`src/rtl/ref_qual_pkg.sv`:
```
// Shared types for the reference qualification timer.
package ref_qual_pkg;
    // Qualification verdict held by the state register.
    typedef enum logic {
        QS_DISQ = 1'b0,
        QS_QUAL = 1'b1
    } qual_state_t;
endpackage

```
`src/rtl/ref_disrupt_accum.sv`:
```
// Accumulates ticks that see disruption. The count saturates at LIMIT and is
// cleared only by the clear input. Assumes tick_en is a single-cycle strobe.
// hit pulses on the tick that brings the count up to LIMIT.
module ref_disrupt_accum #(
    parameter int LIMIT = 2500
) (
    input  logic clk,
    input  logic rst_n,
    input  logic tick_en,
    input  logic disrupt,
    input  logic clear,
    output logic hit
);
    localparam int W = $clog2(LIMIT + 1);
    localparam logic [W-1:0] LAST = W'(LIMIT - 1);
    localparam logic [W-1:0] FULL = W'(LIMIT);

    logic [W-1:0] acc_q;
    logic         bump;

    // Count only disrupted ticks, and stop counting at the limit.
    assign bump = tick_en && disrupt && (acc_q != FULL);
    assign hit  = tick_en && disrupt && (acc_q == LAST);

    // Accumulator register, cleared by reset or by requalification.
    always_ff @(posedge clk) begin
        if (!rst_n || clear) begin
            acc_q <= '0;
        end else if (bump) begin
            acc_q <= acc_q + 1'b1;
        end
    end
endmodule

```
`src/rtl/ref_clean_timer.sv`:
```
// Counts consecutive clean ticks while armed. Any cycle with disruption,
// or being disarmed, restarts the run. done pulses on the LIMIT-th clean
// tick. Assumes tick_en is a single-cycle strobe.
module ref_clean_timer #(
    parameter int LIMIT = 10000
) (
    input  logic clk,
    input  logic rst_n,
    input  logic tick_en,
    input  logic disrupt,
    input  logic arm,
    output logic done
);
    localparam int W = $clog2(LIMIT + 1);
    localparam logic [W-1:0] LAST = W'(LIMIT - 1);

    logic [W-1:0] run_q;

    // The run ends on its final clean tick.
    assign done = arm && tick_en && !disrupt && (run_q == LAST);

    // Clean-run counter with restart on disruption or when disarmed.
    always_ff @(posedge clk) begin
        if (!rst_n || !arm || disrupt || done) begin
            run_q <= '0;
        end else if (tick_en) begin
            run_q <= run_q + 1'b1;
        end
    end
endmodule

```
`src/rtl/ref_qual_state.sv`:
```
// Holds the qualification verdict. It drops on a disqualify hit and rises
// when the clean run is done. Assumes hit is only acted on while qualified
// and done only while disqualified.
module ref_qual_state
    import ref_qual_pkg::*;
(
    input  logic        clk,
    input  logic        rst_n,
    input  logic        hit,
    input  logic        done,
    output qual_state_t state
);
    // Verdict register; reset leaves the reference disqualified.
    always_ff @(posedge clk) begin
        if (!rst_n) begin
            state <= QS_DISQ;
        end else begin
            case (state)
                QS_QUAL: if (hit)  state <= QS_DISQ;
                default: if (done) state <= QS_QUAL;
            endcase
        end
    end
endmodule

```
`src/rtl/ref_qual_timer.sv`:
```
// Top of the reference qualification timer. It disqualifies a reference
// after DISQ_TICKS accumulated disrupted ticks, and requalifies it after
// REQ_TICKS consecutive clean ticks. Holdover is requested at once while
// disruption is present. Assumes synchronous inputs and a one-cycle tick_en.
module ref_qual_timer
    import ref_qual_pkg::*;
#(
    parameter int DISQ_TICKS = 2500,
    parameter int REQ_TICKS  = 10000
) (
    input  logic clk,
    input  logic rst_n,
    input  logic tick_en,
    input  logic disrupt,
    input  logic freq_oor,
    output logic qualified,
    output logic fail,
    output logic holdover_req
);
    qual_state_t state;
    logic        hit;
    logic        done;
    logic        is_qual;

    assign is_qual = (state == QS_QUAL);

    ref_disrupt_accum #(.LIMIT(DISQ_TICKS)) u_accum (
        .clk     (clk),
        .rst_n   (rst_n),
        .tick_en (tick_en),
        .disrupt (disrupt),
        .clear   (done),
        .hit     (hit)
    );

    ref_clean_timer #(.LIMIT(REQ_TICKS)) u_clean (
        .clk     (clk),
        .rst_n   (rst_n),
        .tick_en (tick_en),
        .disrupt (disrupt),
        .arm     (!is_qual),
        .done    (done)
    );

    ref_qual_state u_state (
        .clk   (clk),
        .rst_n (rst_n),
        .hit   (hit && is_qual),
        .done  (done),
        .state (state)
    );

    // Output combination: monitor verdicts plus the timer verdict.
    assign qualified    = is_qual;
    assign holdover_req = disrupt;
    assign fail         = disrupt || freq_oor || !is_qual;
endmodule

```
`config.mk`:
```
export PLATFORM = sky130hd
export DESIGN_NAME = ref_qual_timer
export DESIGN_NICKNAME = d
export VERILOG_FILES = /design/src/rtl/ref_qual_pkg.sv /design/src/rtl/ref_disrupt_accum.sv /design/src/rtl/ref_clean_timer.sv /design/src/rtl/ref_qual_state.sv /design/src/rtl/ref_qual_timer.sv
export SDC_FILE = /design/constraint.sdc
export NUM_CORES = 1
export LEC_CHECK = 0
export BUFFER_PORTS_ARGS = -buffer_cell sky130_fd_sc_hd__buf_4
export CORE_MARGIN = 5
export CORE_UTILIZATION = 40
export CTS_BUF_LIST = sky130_fd_sc_hd__clkbuf_4 sky130_fd_sc_hd__clkbuf_8
export DETAILED_ROUTE_END_ITERATION = 16
export GPL_ROUTABILITY_DRIVEN = 0
export PLACE_DENSITY = 0.58
export SLEW_MARGIN = 0
export SYNTH_ARGS = -nofsm -noshare
export SYNTH_HDL_FRONTEND = slang
export SYNTH_SLANG_ARGS = --single-unit
```
`constraint.sdc`:
```
create_clock -name clk -period 1.98 [get_ports clk]
set_input_delay 0.099 -clock clk [delete_from_list [all_inputs] [get_ports clk]]
set_output_delay 0.099 -clock clk [all_outputs]
set_load 0.03 [all_outputs]
```
==> results of run 1 <==
power breakdown:
group          internal [mW]  leakage, nW  total (mW)  switching (mW)
sequential             0.547        0.218       0.551         0.00370
combinational         0.0150        0.219      0.0387          0.0237
clock                 0.0926       0.0184       0.247           0.155
total                  0.654        0.455       0.837           0.182
final cells by class:
cell class,count,area [um^2]
clock buffers,4,30.0
multi-input cells,114,701
inverters,8,30.0
fillers,335,1680
repair buffers,9,67.6
flip-flops and latches,27,541
well taps,44,55.1
routing by layer:
layer | routed length [um] | GRT usage | up-vias
li1 | - | - | 547
met1 | 1060 | 0.121 | 495
met2 | 1310 | 0.236 | 7
met3 | 68 | 0.0371 | 0
met4 | 0 | 0.0152 | 0
met5 | 0 | 0 | -
cell families after synthesis:
kind of cell | count (synthesis) | share of synthesized area
buffers and inverters | 13 | 0.0489
adder cells (fa/ha/maj) | 3 | 0.0288
AO/OA/AOI/OAI | 7 | 0.0307
multiplexers | 1 | 0.00767
flip-flops | 27 | 0.414
XOR/XNOR | 21 | 0.141
AND/OR/NAND/NOR | 82 | 0.329
stage by stage:
stage / hold WS [ns] / std cells / setup slack (ns) / total power [mW]
finish: 0.0597 / 206 / 0.109 / 0.837
detailed placement: 0.415 / 202 / 0.113 / 0.602
CTS: 0.0457 / 206 / 0.0991 / 0.851
global placement: 0.388 / 202 / 0.155 / 0.600
floorplan: 0.234 / 154 / 0.203 / 0.590
global route: 0.0396 / 206 / 0.0142 / 0.873
worst max-delay path by stage:
stage | startpoint | to | slack, ns
2_1_floorplan | u_clean.run_q[4]$_SDFFE_PP0P_ | u_clean.run_q[13]$_SDFFE_PP0P_ | 0.20
3_3_place_gp | u_clean.run_q[4]$_SDFFE_PP0P_ | u_clean.run_q[13]$_SDFFE_PP0P_ | 0.16
3_5_place_dp | u_clean.run_q[4]$_SDFFE_PP0P_ | u_clean.run_q[1]$_SDFFE_PP0P_ | 0.11
4_1_cts | u_clean.run_q[4]$_SDFFE_PP0P_ | u_clean.run_q[1]$_SDFFE_PP0P_ | 0.1
5_1_grt | u_clean.run_q[8]$_SDFFE_PP0P_ | u_clean.run_q[7]$_SDFFE_PP0P_ | 0.01
6_report | u_clean.run_q[4]$_SDFFE_PP0P_ | u_clean.run_q[11]$_SDFFE_PP0P_ | 0.11
registers in the layout (all words and copies together), names as in the netlist:
name           flops
u_state.state      1
u_accum.acc_q     12
u_clean.run_q     14
worst max-delay path, cell delays in order, from the launching register on:
cell and delay, ns:
dfxtp_1 0.37, or4_1 0.52, or4_4 0.55, nand3_2 0.24, nor2_1 0.09
layout by cell type, fill, tap and decap left out, types with 3 or more instances in the layout:
master     n
a21oi_1    3
and4_1     3
buf_4      9
clkbuf_4   4
dfxtp_1   27
ha_1       3
inv_1      8
nand2_1   10
nand3_1    7
nand4_1    8
nor2_1    28
nor3_1     8
nor4_1     7
xnor2_1   16
xor2_1     5
==> impl_table.tex, run 1 <==
\begin{tabular}{lr}
\hline
Metric & Value \\
\hline
\multicolumn{2}{l}{\textbf{Worst setup path}} \\
Crit end category & flop \\
Crit Path Max Fanout & 14 \\
Register-to-register setup slack & approximately 0.11 ns \\
Crit Reg-Reg Startpoint & u\_clean.run\_q[4]\$\_SDFFE\_PP0P\_ \\
Arrival @ worst endpoint & 2.09 ns \\
Classification of the worst setup path & flop to flop \\
Reg2reg end & u\_clean.run\_q[11]\$\_SDFFE\_PP0P\_ \\
Cell depth of the worst flop-to-flop path & 4 \\
Data required time of the critical path & between 2 and 2.5 ns \\
Kind of start point of the critical path & flop \\
\multicolumn{2}{l}{\textbf{Clock network}} \\
Latest clock arrival within the worst-skew pair & 0.32 ns \\
Number of buffers added for setup after CTS & 0 \\
Library cell used as clock root buffer & clkbuf\_4 \\
Maximum buffer depth of the clock tree & 2 \\
Number of buffers inserted during clock tree synthesis & 3 \\
H-tree depth & 1 \\
Hold\_buf cts & 0 \\
Clock tree from TritonCTS & built \\
Clock sink total & 27 \\
Number of cells upsized or downsized after cts & 0 \\
Clock transition at the registers of the reported paths & 0.14 ns \\
\multicolumn{2}{l}{\textbf{Yosys}} \\
Syn. warnings & 0 \\
Number of cells produced by synthesis & 154 \\
Synth top area cells & dfxtp\_1 (41\%), xnor2\_1 (11\%), nor2\_1 (8.1\%), nand4\_1 (3.8\%), nor4\_1 (3.4\%) \\
Part of the Yosys area used for sequential elements & 0.414 \\
Number of distinct library cells after synthesis & 30 \\
Netlist Area Pre-Place & 0.00131 mm\^{}2 \\
EDFF count, synth & 0 \\
Predominant post-synthesis flop cell & dfxtp\_1 \\
Avg Inst Size Synth & roughly 8.5 um\^{}2 \\
Cell types with the highest counts after synthesis & nor2\_1 (28), dfxtp\_1 (27), xnor2\_1 (16) \\
Share of flip-flops with an asynchronous set or reset & 0 \\
Flip-flop and latch count after synthesis & 27 \\
Post-synthesis cell type with the largest combined area & dfxtp\_1 \\
Fraction of synthesized cell area taken by the top area cell type & 0.414 \\
Cell with the most instances after synthesis & nor2\_1 \\
Post-synthesis net count & 162 \\
\multicolumn{2}{l}{\textbf{Pwr}} \\
Leakage power summed over all cells & 0.455 nW \\
Worst-case vdd ir drop & 0.310 mV \\
Total power per unit cell area & 588 mW/mm\^{}2 \\
\multicolumn{2}{l}{\textbf{Timing}} \\
Slew of the pin with the lowest slew margin & $\sim$0.42 ns \\
Max Clock Skew & 0.00622 ns \\
Upper clock frequency limit & 535 MHz \\
Max-slew headroom at the worst pin & 0.720 \\
Final period demand of the worst path & 1.87 ns \\
RSZ-0062 raised after global routing & false \\
Number of setup violations in the final report & 0 \\
Aggregate negative setup slack & 0 ns \\
Fraction of the cycle the final worst path needs & 0.945 \\
Number of pins exceeding their max-slew limit in the final report & 0 \\
Endpoints failing hold & 0 \\
\multicolumn{2}{l}{\textbf{Detailed routing}} \\
Routed WL per cell & 11.8 um \\
Post-route antenna net violation count & 0 \\
Number of detailed-route iterations in the first pass & 4 \\
DRC violations left & 0 \\
Total number of vias & 1,049 \\
Routed Wire Length & 2440 um \\
Vias/cell & 5.09 \\
Starting DRC count in detailed routing & 60 \\
\multicolumn{2}{l}{\textbf{Die}} \\
Boundary Pins & 8 \\
Die height & 67.1 um \\
Initial standard-cell utilization of the core & 0.421 \\
Rows & 20 \\
Die outline area & 0.00451 mm\^{}2 \\
Floorplan die width & 67.1 um \\
Floorplan Core Area & 0.00310 mm\^{}2 \\
\multicolumn{2}{l}{\textbf{Global routing}} \\
Number of antenna violations at the first check in global routing & 0 \\
Total Routing Usage GR & 0.118 \\
Number of global-route vias before repair & 1,037 \\
Global-route wire length before repair & 4200 um \\
Residual overflow from global routing & 0 \\
Largest net degree at the start of global routing & 15 \\
\multicolumn{2}{l}{\textbf{Final layout}} \\
Fraction of layout instances using a drive strength above 1 & 0.111 \\
Cell area after layout & roughly 0.0014 mm\^{}2 \\
Synthesis-to-layout area growth & 9.11\% \\
Post-route core utilization & 0.459 \\
Antenna Diode Count & 0 \\
NumNets Final & 171 \\
\multicolumn{2}{l}{\textbf{Placed design}} \\
Half-perimeter wire length after detailed placement & 1800 um \\
Total cell area at the placement stage & 0.00139 mm\^{}2 \\
I/O Buffers & 7 \\
\multicolumn{2}{l}{\textbf{Min path}} \\
Worst min-delay path endpoint & u\_state.state\$\_SDFF\_PN0\_ \\
Hold-critical path depth & 3 \\
Startpoint of the tightest hold check path & rst\_n \\
Path type of the worst min-delay path & input pin to flop \\
\multicolumn{2}{l}{\textbf{Job}} \\
Number of maximum-capacitance constraint violations & 0 \\
\multicolumn{2}{l}{\textbf{Run status}} \\
Result of the run & finished clean \\
\hline
\end{tabular}
Note: power is estimated with default switching activity, not from simulation.
==> inputs of run 2 (changes only) <==
--- a/config.mk
+++ b/config.mk
@@ -6,7 +6,7 @@
 export NUM_CORES = 1
 export LEC_CHECK = 0
 export BUFFER_PORTS_ARGS = -buffer_cell sky130_fd_sc_hd__buf_4
-export CORE_MARGIN = 5
+export CORE_MARGIN = 2
 export CORE_UTILIZATION = 40
 export CTS_BUF_LIST = sky130_fd_sc_hd__clkbuf_4 sky130_fd_sc_hd__clkbuf_8
 export DETAILED_ROUTE_END_ITERATION = 16
==> run 2 against run 1 <==
Against the previous run: sequential cell count is the same; clock power shrank 6%; global-route usage grew 4.0 points; largest cell class unchanged.
==> impl_table.tex, run 2 (synthesized netlist as in run 1, its figures left out) <==
\begin{tabular}{lr}
\hline
Metric & Value \\
\hline
\multicolumn{2}{l}{\textbf{Detailed routing}} \\
Starting DRC count in detailed routing & $\sim$80 \\
Routed WL per cell & approximately 12 um \\
Total number of vias & 1,038 \\
Number of detailed-route iterations in the first pass & 4 \\
Routed Wire Length & around 2500 um \\
DRC violations left & 0 \\
Vias/cell & 5.06 \\
Post-route antenna net violation count & 0 \\
\multicolumn{2}{l}{\textbf{Die}} \\
Floorplan die width & 61.1 um \\
Initial standard-cell utilization of the core & 0.424 \\
Die height & 61.1 um \\
Boundary Pins & 8 \\
Rows & 20 \\
Die outline area & 0.00374 mm\^{}2 \\
Floorplan Core Area & around 0.0031 mm\^{}2 \\
\multicolumn{2}{l}{\textbf{Final layout}} \\
Cell area after layout & 0.00141 mm\^{}2 \\
Commonest non-fill, non-tap cell in the layout & nor2\_1 \\
Largest registers in the final layout & u\_clean.run\_q: 14 flops, u\_accum.acc\_q: 12 flops, u\_state.state: 1 flops \\
Multi-input gate area in the final layout & approximately 700 um\^{}2 \\
Antenna Diode Count & 0 \\
Flip-flop count of the largest register after layout & 14 \\
Reg with most FFs & u\_clean.run\_q \\
\# fillers & approximately 300 \\
Synthesis-to-layout area growth & 8.34\% \\
Fraction of layout instances using a drive strength above 1 & 0.106 \\
Sequential Area & 541 um\^{}2 \\
NumNets Final & 170 \\
Commonest cells after routing, fill and taps aside & nor2\_1 (28), dfxtp\_1 (27), xnor2\_1 (16), nand2\_1 (10) \\
\multicolumn{2}{l}{\textbf{Clock network}} \\
Number of cells upsized or downsized after cts & 0 \\
Number of buffers inserted during clock tree synthesis & 3 \\
H-tree depth & 1 \\
Clock transition at the registers of the reported paths & 0.14 ns \\
Hold\_buf cts & 0 \\
Clock sink total & 27 \\
Clock tree from TritonCTS & built \\
Library cell used as clock root buffer & clkbuf\_4 \\
Maximum buffer depth of the clock tree & 2 \\
Number of buffers added for setup after CTS & 0 \\
Latest clock arrival within the worst-skew pair & 0.32 ns \\
\multicolumn{2}{l}{\textbf{Pwr}} \\
Leakage power summed over all cells & between 0.4 and 0.5 nW \\
Post-route total power & 0.821 mW \\
Fraction of power consumed by sequential logic & 0.671 \\
Total power per unit cell area & 581 mW/mm\^{}2 \\
Switching power share of the total & 0.223 \\
Psw & 0.184 mW \\
Worst-case vdd ir drop & around 0.42 mV \\
Internal power consumption & $\sim$0.64 mW \\
Fraction of power consumed by the clock network & 0.281 \\
Portion of total power attributed to combinational logic & 0.049 \\
\multicolumn{2}{l}{\textbf{Worst setup path}} \\
Classification of the worst setup path & flop to flop \\
Data required time of the critical path & 2.19 ns \\
Crit end category & flop \\
Kind of start point of the critical path & flop \\
Arrival @ worst endpoint & around 2.1 ns \\
Crit Path Max Fanout & 14 \\
\multicolumn{2}{l}{\textbf{Placed design}} \\
Total cell area at the placement stage & 0.00139 mm\^{}2 \\
Placement-stage worst setup slack & $\sim$0.14 ns \\
Half-perimeter wire length after detailed placement & 1810 um \\
I/O Buffers & 7 \\
\multicolumn{2}{l}{\textbf{Timing}} \\
Number of pins exceeding their max-slew limit in the final report & 0 \\
Max-slew headroom at the worst pin & 0.720 \\
Aggregate negative setup slack & 0 ns \\
Number of setup violations in the final report & 0 \\
RSZ-0062 raised after global routing & false \\
Final-layout worst hold slack & roughly 0.084 ns \\
Upper clock frequency limit & 535 MHz \\
Slew of the pin with the lowest slew margin & roughly 0.42 ns \\
Final period demand of the worst path & roughly 1.9 ns \\
Fraction of the cycle the final worst path needs & 0.943 \\
Endpoints failing hold & 0 \\
Minimum setup slack in the final design & 0.112 ns \\
Max Clock Skew & $\sim$0.0070 ns \\
\multicolumn{2}{l}{\textbf{Global routing}} \\
Residual overflow from global routing & 0 \\
Number of antenna violations at the first check in global routing & 0 \\
Number of global-route vias before repair & about 1,000 \\
Total Routing Usage GR & 0.158 \\
Largest net degree at the start of global routing & 16 \\
Global-route wire length before repair & 4450 um \\
\multicolumn{2}{l}{\textbf{Job}} \\
Number of maximum-capacitance constraint violations & 0 \\
\multicolumn{2}{l}{\textbf{Run status}} \\
Result of the run & finished clean \\
\multicolumn{2}{l}{\textbf{Min path}} \\
Path type of the worst min-delay path & input pin to flop \\
\hline
\end{tabular}
[run 2: cell count changes in the layout (fill, tap and decap cells not counted)]
cell | previous run | this run
buf_4 | 9 | 8
clkbuf_4 | 4 | 3
clkinv_2 | 0 | 1
[run 2: path summary, 6_finish.rpt]
| check | start | to | slack (ns) | cells past startpoint |
|---|---|---|---|---|
| worst max-delay path | u_clean.run_q[4]$_SDFFE_PP0P_ | u_clean.run_q[2]$_SDFFE_PP0P_ | 0.11 | 4 |
| worst min-delay path | rst_n | u_state.state$_SDFF_PN0_ | 0.08 | 3 |
| worst max register to register | u_clean.run_q[4]$_SDFFE_PP0P_ | u_clean.run_q[2]$_SDFFE_PP0P_ | 0.11 | 4 |
| worst min register to register | u_clean.run_q[13]$_SDFFE_PP0P_ | u_clean.run_q[13]$_SDFFE_PP0P_ | 0.54 | 2 |
[run 2: final cells by class]
class	instances	share of cell area
multi-input cells	114	0.496
repair buffers	8	0.0425
inverters	8	0.0212
clock buffers	3	0.0159
clock inverters	1	0.00354
flip-flops and latches	27	0.382
well taps	44	0.0389
[run 2: critical path, cell delays in order, from the launching register on]
cell	delay [ns]
dfxtp_1	0.37
or4_1	0.52
or4_4	0.55
nand3_2	0.24
nor2_1	0.09
[run 2: routing by layer]
metal	share of wire	up-vias	routed length (um)	GRT usage
met4	0.0077	0	19	0.0373
met5	0	-	0	0
met3	0.032	2	79	0.0441
met1	0.53	472	1320	0.212
li1	-	548	-	-
met2	0.43	16	1060	0.254
[run 2: power groups by stage]
stage	Sequential [mW]	Clock [mW]	Combinational [mW]
2_1_floorplan	0.562	0	0.0282
3_3_place_gp	0.562	0	0.0377
3_5_place_dp	0.563	0	0.0395
4_1_cts	0.551	0.243	0.0399
5_1_grt	0.552	0.270	0.0444
6_report	0.551	0.231	0.0399
[run 2: through the flow]
| stage | instances | utilization |
|---|---|---|
| 6_report | 205 | 0.459 |
| 5_1_grt | 205 | 0.459 |
| 4_1_cts | 205 | 0.459 |
| 3_5_place_dp | 201 | 0.450 |
| 3_3_place_gp | 201 | 0.450 |
| 2_1_floorplan | 154 | - |
